File: src/rtl/adc_timebase_pkg.sv
package adc_timebase_pkg;
  localparam int unsigned DEF_MAIN_W = 8;
  localparam int unsigned DEF_US_W   = 8;
  localparam int unsigned DEF_MS_W   = 8;

  typedef enum logic [1:0] {
    STAGE_MAIN = 2'd0,
    STAGE_US   = 2'd1,
    STAGE_MS   = 2'd2
  } stage_e;
endpackage

File: src/rtl/tick_divider.sv
module tick_divider #(
  parameter int unsigned W = 8
) (
  input  logic         clk,
  input  logic         rst_n,
  input  logic         clr,
  input  logic         en,
  input  logic [W-1:0] limit,
  output logic         tick
);
  logic [W-1:0] cnt_q;

  assign tick = en && (cnt_q == limit);

  always_ff @(posedge clk) begin
    if (!rst_n) begin
      cnt_q <= '0;
    end else if (clr) begin
      cnt_q <= '0;
    end else if (en) begin
      if (tick) cnt_q <= '0;
      else      cnt_q <= cnt_q + 1'b1;
    end
  end
endmodule

File: src/rtl/adc_timebase.sv
module adc_timebase
  import adc_timebase_pkg::*;
#(
  parameter int unsigned MAIN_W  = DEF_MAIN_W,
  parameter int unsigned US_W    = DEF_US_W,
  parameter int unsigned MS_W    = DEF_MS_W,
  parameter bit          WITH_MS = 1'b1
) (
  input  logic                          clk,
  input  logic                          rst_n,
  input  logic                          cfg_wr,
  input  logic [MAIN_W+US_W+MS_W-1:0]   cfg_data,
  output logic                          main_tick,
  output logic                          tick_10us,
  output logic                          tick_1ms
);
  localparam int unsigned US_LSB = MAIN_W;
  localparam int unsigned MS_LSB = MAIN_W + US_W;

  logic [MAIN_W-1:0] main_div_q;
  logic [US_W-1:0]   us_div_q;
  logic [MS_W-1:0]   ms_div_q;

  always_ff @(posedge clk) begin
    if (!rst_n) begin
      main_div_q <= '0;
      us_div_q   <= '0;
      ms_div_q   <= '0;
    end else if (cfg_wr) begin
      main_div_q <= cfg_data[MAIN_W-1:0];
      us_div_q   <= cfg_data[US_LSB +: US_W];
      ms_div_q   <= cfg_data[MS_LSB +: MS_W];
    end
  end

  tick_divider #(.W(MAIN_W)) u_main (
    .clk(clk), .rst_n(rst_n), .clr(cfg_wr), .en(1'b1),
    .limit(main_div_q), .tick(main_tick)
  );

  tick_divider #(.W(US_W)) u_us (
    .clk(clk), .rst_n(rst_n), .clr(cfg_wr), .en(main_tick),
    .limit(us_div_q), .tick(tick_10us)
  );

  generate
    if (WITH_MS) begin : g_ms
      tick_divider #(.W(MS_W)) u_ms (
        .clk(clk), .rst_n(rst_n), .clr(cfg_wr), .en(main_tick),
        .limit(ms_div_q), .tick(tick_1ms)
      );
    end else begin : g_no_ms
      logic unused_ms;
      assign unused_ms = ^ms_div_q;
      assign tick_1ms  = 1'b0;
    end
  endgenerate
endmodule

File: config.mk
export PLATFORM = sky130hd
export DESIGN_NAME = adc_timebase
export DESIGN_NICKNAME = d
export VERILOG_FILES = /design/src/rtl/adc_timebase_pkg.sv /design/src/rtl/tick_divider.sv /design/src/rtl/adc_timebase.sv
export SDC_FILE = /design/constraint.sdc
export NUM_CORES = 1
export LEC_CHECK = 0
export ABC_CLOCK_PERIOD_IN_PS = 1500
export BUFFER_PORTS_ARGS = -buffer_cell sky130_fd_sc_hd__buf_2
export CAP_MARGIN = 20
export CORE_MARGIN = 2
export CORE_UTILIZATION = 40
export DETAILED_ROUTE_END_ITERATION = 8
export HOLD_SLACK_MARGIN = 0.12
export SLEW_MARGIN = 20
export SYNTH_ARGS = -nofsm -noshare
export SYNTH_HDL_FRONTEND = slang
export SYNTH_SLANG_ARGS = --single-unit
File: constraint.sdc
create_clock -name clk -period 1.5 [get_ports clk]
set_input_delay 0 -clock clk [delete_from_list [all_inputs] [get_ports clk]]
set_output_delay 0 -clock clk [all_outputs]
set_load 0.05 [all_outputs]
Word level (Yosys, flattened, before mapping)
Index checks and enable logic that the tools add are counted.
{ "totals": {"register_bits": 48, "in_bits": 27, "out_inout_bits": 3, "word_cells": 19} }
{ "classes": {"addsub": 3, "eq_ne": 3, "n_mux": 2, "bitwise": 1, "n_reduce_logical": 4} }
{ "op_table": {"columns": ["cell", "n"], "rows": [
  ["$add 8x1->8 const B", 3],
  ["$eq 8x8->1", 3],
  ["$mux 8", 2],
  ["$reduce_or 3->1", 1],
  ["$logic_and 1x1->1", 2],
  ["$reduce_or 2->1", 1],
  ["$not 1->1", 1]
]} }

Depth between registers and ports, before layout
{ "logic_depth": {"word_depth": 3, "ltp_mapped": 6} }

By module
Synthesis repeated with hierarchy kept, for this count alone.
{ "hier_totals": {"cells_unflattened": 234, "hier_area_um2": 2318.5} }
{ "modules_own_cells": {"columns": ["mod", "instances", "cells_each", "area_each_um2", "seq_area_each_um2"], "rows": [
  ["tick_divider", 3, 52, 461.7, 160.2],
  ["adc_timebase", 1, 78, 933.4, 480.5]
]} }

Worst setup path before layout
Ideal clock, no wire load.
{ "synth_path": {"path_type": "reg-to-output", "start": "reg u_main.cnt_q[5]", "end": "out tick_10us", "arrival_time_ns": 2.048, "t_required_ns": 1.500, "slack_ns": -0.548, "path_stages_with_launch": 5, "path_buffers": 0, "path_cell_list": "dfxtp_1 xnor2_1 and4_1 nand2_1 nor3_1"} }
{ "synth_between": {"elab_chain_len": 2} }
{ "synth_rtl": {"columns": ["element", "line", "text"], "rows": [
  ["from (decl)", "tick_divider.sv:11", "logic [W-1:0] cnt_q;"],
  ["from (signal assigned)", "tick_divider.sv:22", "else cnt_q <= cnt_q + 1'b1;"],
  ["$eq 8x8->1", "tick_divider.sv:13", "assign tick = en && (cnt_q == limit);"],
  ["$logic_and 1x1->1", "tick_divider.sv:13", null],
  ["to (decl)", "adc_timebase.sv:14", "output logic tick_10us,"]
]} }
Every way passes these cells.

Final worst setup path
{ "layout_path": {"start": "reg us_div_q[5]", "end": "out tick_10us"} }
{ "layout_between": {"elab_chain_len": 2} }
{ "layout_rtl": {"columns": ["element", "line", "text"], "rows": [
  ["from (decl)", "adc_timebase.sv:21", "logic [US_W-1:0] us_div_q;"],
  ["from (signal assigned)", "adc_timebase.sv:31", "us_div_q <= cfg_data[US_LSB +: US_W];"],
  ["$eq 8x8->1", "tick_divider.sv:13", null],
  ["$logic_and 1x1->1", "tick_divider.sv:13", null]
]} }
Every way passes these cells.

==> impl_metrics.py <==
metrics = {
    "worst_hold_path": {
        "hp-class": "input pin to register",
        "hold_path_depth": 3,
    },
    "synth": {
        "synth.top_cell.area_share": 0.395,
        "synthAdderAreaFrac": 0.0154,
        "ys_types": 31,
        "synth_top_family_by_area": "simple AND/OR/NAND/NOR gates",
        "syn_area_per_cell_um2": 9.78,
        "synth-edff-count": 0,
        "synth-xor-area-share": 0.108,
        "yosysSeqAreaShare": 0.395,
        "syn_inst": 249,
        "synth_nets": 279,
        "yosysWarnings": 0,
        "synth.area.top_cells": "dfxtp_1 (39%), xnor2_1 (10%), mux2i_1 (9.9%), nor2b_1 (6.9%), o211ai_1 (4.9%)",
        "synth_area_leader_cell": "dfxtp_1",
        "netlist_area_um2": 2430,
        "ys_ff_latch": 48,
        "ys.flop_type": "dfxtp_1",
        "synth_mux_area_frac": 0.0987,
        "synthArstFlopShare": 0,
        "yosys.area_share.simple": 0.211,
        "synth-compound-area-share": 0.146,
    },
    "timing": {
        "relSlewSlack": 0.825,
        "period_needed_ps": 1550,
        "fin_ws_ps": -54.3,
        "finalSetupViolations": 3,
        "finalCritPeriodShare": 1.04,
        "skew_ps": 6.06,
        "maxSlewViolCount": 0,
        "finalSetupTns_ps": -121,
        "tightest_slew_ps": 263,
        "hold_ws_ps": 195,
        "timing.fmax_mhz": 643,
        "hold_viol": 0,
        "rsz0062_at_grt": "yes",
    },
    "drt": {
        "via_per_inst": 5.23,
        "wl_per_cell_um": 14.9,
        "wl_mm": 6.53,
        "drtIter0Drc": 100,
        "drt_pass1_iterations": 4,
        "vias": 2292,
        "ant_nets": 0,
        "drc_errors": 0,
    },
    "die": {
        "dieArea_um2": 6730,
        "start_util": 0.414,
        "die_height_um": 82.0,
        "pin_count": 30,
        "die_w_um": 82.0,
        "core_area_um2": 5890,
        "fp-row-count": 28,
    },
    "run_status": {
        "failed_checks": "negative setup slack",
        "status": "complete, but fails checks",
    },
    "clock_network": {
        "clock_sinks": 48,
        "path_clk_slew_ps": 90,
        "clockBufferDepth": 2,
        "insertion_delay_ps": 310,
        "cts_max_level": 2,
        "cts-root-buf": "clkbuf_8",
        "cts_buffers": 5,
        "tritoncts": "built",
    },
    "cells_and_area": {
        "layout-drive-gt1-share": 0.457,
        "finish.utilization": 0.650,
        "fillCellCount": 464,
        "ff_latch_area_um2": 1030,
        "multi_input_area_um2": 1630,
        "finalNetCount": 392,
        "num_antenna_cells": 0,
        "area_delta_synth_final_pct": 57.2,
    },
    "power": {
        "leakage_nw": 1.48,
        "power_density_nw_per_um2": 800,
        "p_total_w": 0.00306,
        "p_sw_w": 0.000871,
        "vdd_ir_drop_max_uv": 566,
        "combPwrFrac": 0.245,
        "swShare": 0.284,
        "p_int_w": 0.00219,
        "p_clk_frac": 0.311,
        "pwr-share-seq": 0.444,
    },
    "critical_path": {
        "end_kind": "output port",
        "reg2reg_depth": 6,
        "cp_cell_sequence": "xnor2_2, nand4_1, buf_4, nor3_4, buf_6",
        "critPathTopFamily": "simple AND/OR/NAND/NOR gates",
        "cp_slowest_cell": "dfxtp_2",
        "cp.depth": 5,
        "slowest_delay_ps": 350,
        "cp-start-kind": "register",
        "worstPathRequired_ps": 1500,
        "critical_path_buf_inv_count": 2,
        "cp_data_arrival_time_ps": 1550,
        "path_class": "register to output port",
        "crit_path_max_fanout": 3,
    },
    "global_route": {
        "grt_max_degree": 24,
        "antenna_found_initial": 0,
        "grt_first_pass_wirelength_mm": 10.3,
        "grt_use_total": 0.201,
        "grt_pass1_vias": 2239,
        "grt_overflow": 0,
    },
    "placed_design": {
        "portBuffers": 29,
        "dp_hpwl_mm": 3.90,
        "gp_congestion": 0.761,
    },
    "flow_run": {
        "drv_cap": 0,
    },
}
[through the flow]
step,std cells,setup WS [ps],instance area [um^2]
2_1_floorplan,249,-153,2440
5_1_grt,438,-127,3830
6_report,438,-54.3,3830
4_1_cts,435,-60.1,3680
3_3_place_gp,378,47.7,2890
3_5_place_dp,378,54.1,2890
[routing by layer]
layer | global-route usage | vias up | share of wire
li1 | - | 1149 | -
met1 | 0.253 | 1085 | 0.47
met2 | 0.334 | 45 | 0.48
met3 | 0.0363 | 13 | 0.030
met4 | 0.0900 | 0 | 0.020
met5 | 0 | - | 0
[final cells by class]
| cell class | count | area share |
|---|---|---|
| clock buffers | 5 | 0.0180 |
| flip-flops and latches | 48 | 0.269 |
| inverters | 1 | 0.00425 |
| repair buffers | 117 | 0.247 |
| multi-input cells | 189 | 0.426 |
| well taps | 75 | 0.0245 |
| clock inverters | 3 | 0.0111 |
[logic make-up after synthesis]
| group | after synthesis |
|---|---|
| xor+xnor | 30 |
| flops | 48 |
| fa+ha+maj | 3 |
| buf+inv | 12 |
| simple gates | 86 |
| compound gates | 46 |
| mux | 24 |
[synthesized netlist by cell type (all sizes together) (5+ instances only)]
cell type,number
o21ai,8
nand4,6
nor3,10
o2111ai,8
clkbuf,5
xnor2,28
buf,6
nand3,6
nor2b,27
mux2i,24
or3,8
o211ai,20
nand2,13
dfxtp,48
[power groups by stage]
stage,clock network [W],registers [W],logic (W)
after floorplan,0,0.00138,0.000290
final,0.000951,0.00136,0.000750
after detailed placement,0,0.00139,0.000487
after CTS,0.000979,0.00136,0.000673
after global placement,0,0.00139,0.000488
after global routing,0.00103,0.00137,0.000800
[path summary, 6_finish.rpt]
kind	start	endpoint	slack [ps]
max	us_div_q[5]	tick_10us	-50
max reg2reg	main_div_q[4]	g_ms.u_ms.cnt_q[3]	-40
min reg2reg	u_us.cnt_q[0]	u_us.cnt_q[0]	510
min	cfg_wr	u_us.cnt_q[2]	190
[what timing repair did]
| action | 4_1_cts | 5_1_grt |
|---|---|---|
| hold buffers | 35 | 0 |
| cloned | 0 | 1 |
| gates resized for setup | 73 | 32 |
| pin swaps | 25 | 14 |
| endpoints found under the hold margin | 24 | 0 |
| buffers inserted | 15 | 3 |
| endpoints found under the setup margin | 4 | 17 |
[state kept, by name (all words and copies together) (netlist names)]
register,count
g_ms.u_ms.cnt_q,8
main_div_q,8
ms_div_q,8
u_main.cnt_q,8
u_us.cnt_q,8
us_div_q,8
[cell usage in the layout, fill, tap and decap left out, drive strengths merged, types with 5 or more instances in the layout]
| cell type | instances |
|---|---|
| buf | 82 |
| clkbuf | 5 |
| dfxtp | 48 |
| dlygate4sd3 | 35 |
| mux2i | 24 |
| nand2 | 13 |
| nand3 | 6 |
| nand4 | 6 |
| nor2b | 27 |
| nor3 | 10 |
| o2111ai | 8 |
| o211ai | 20 |
| o21ai | 8 |
| or3 | 8 |
| xnor2 | 28 |
[worst min-delay path: stages]
cell and delay (ps):
buf_2 110, nand2b_4 280, a31oi_1 60
Power figures use the tool's default switching activity.
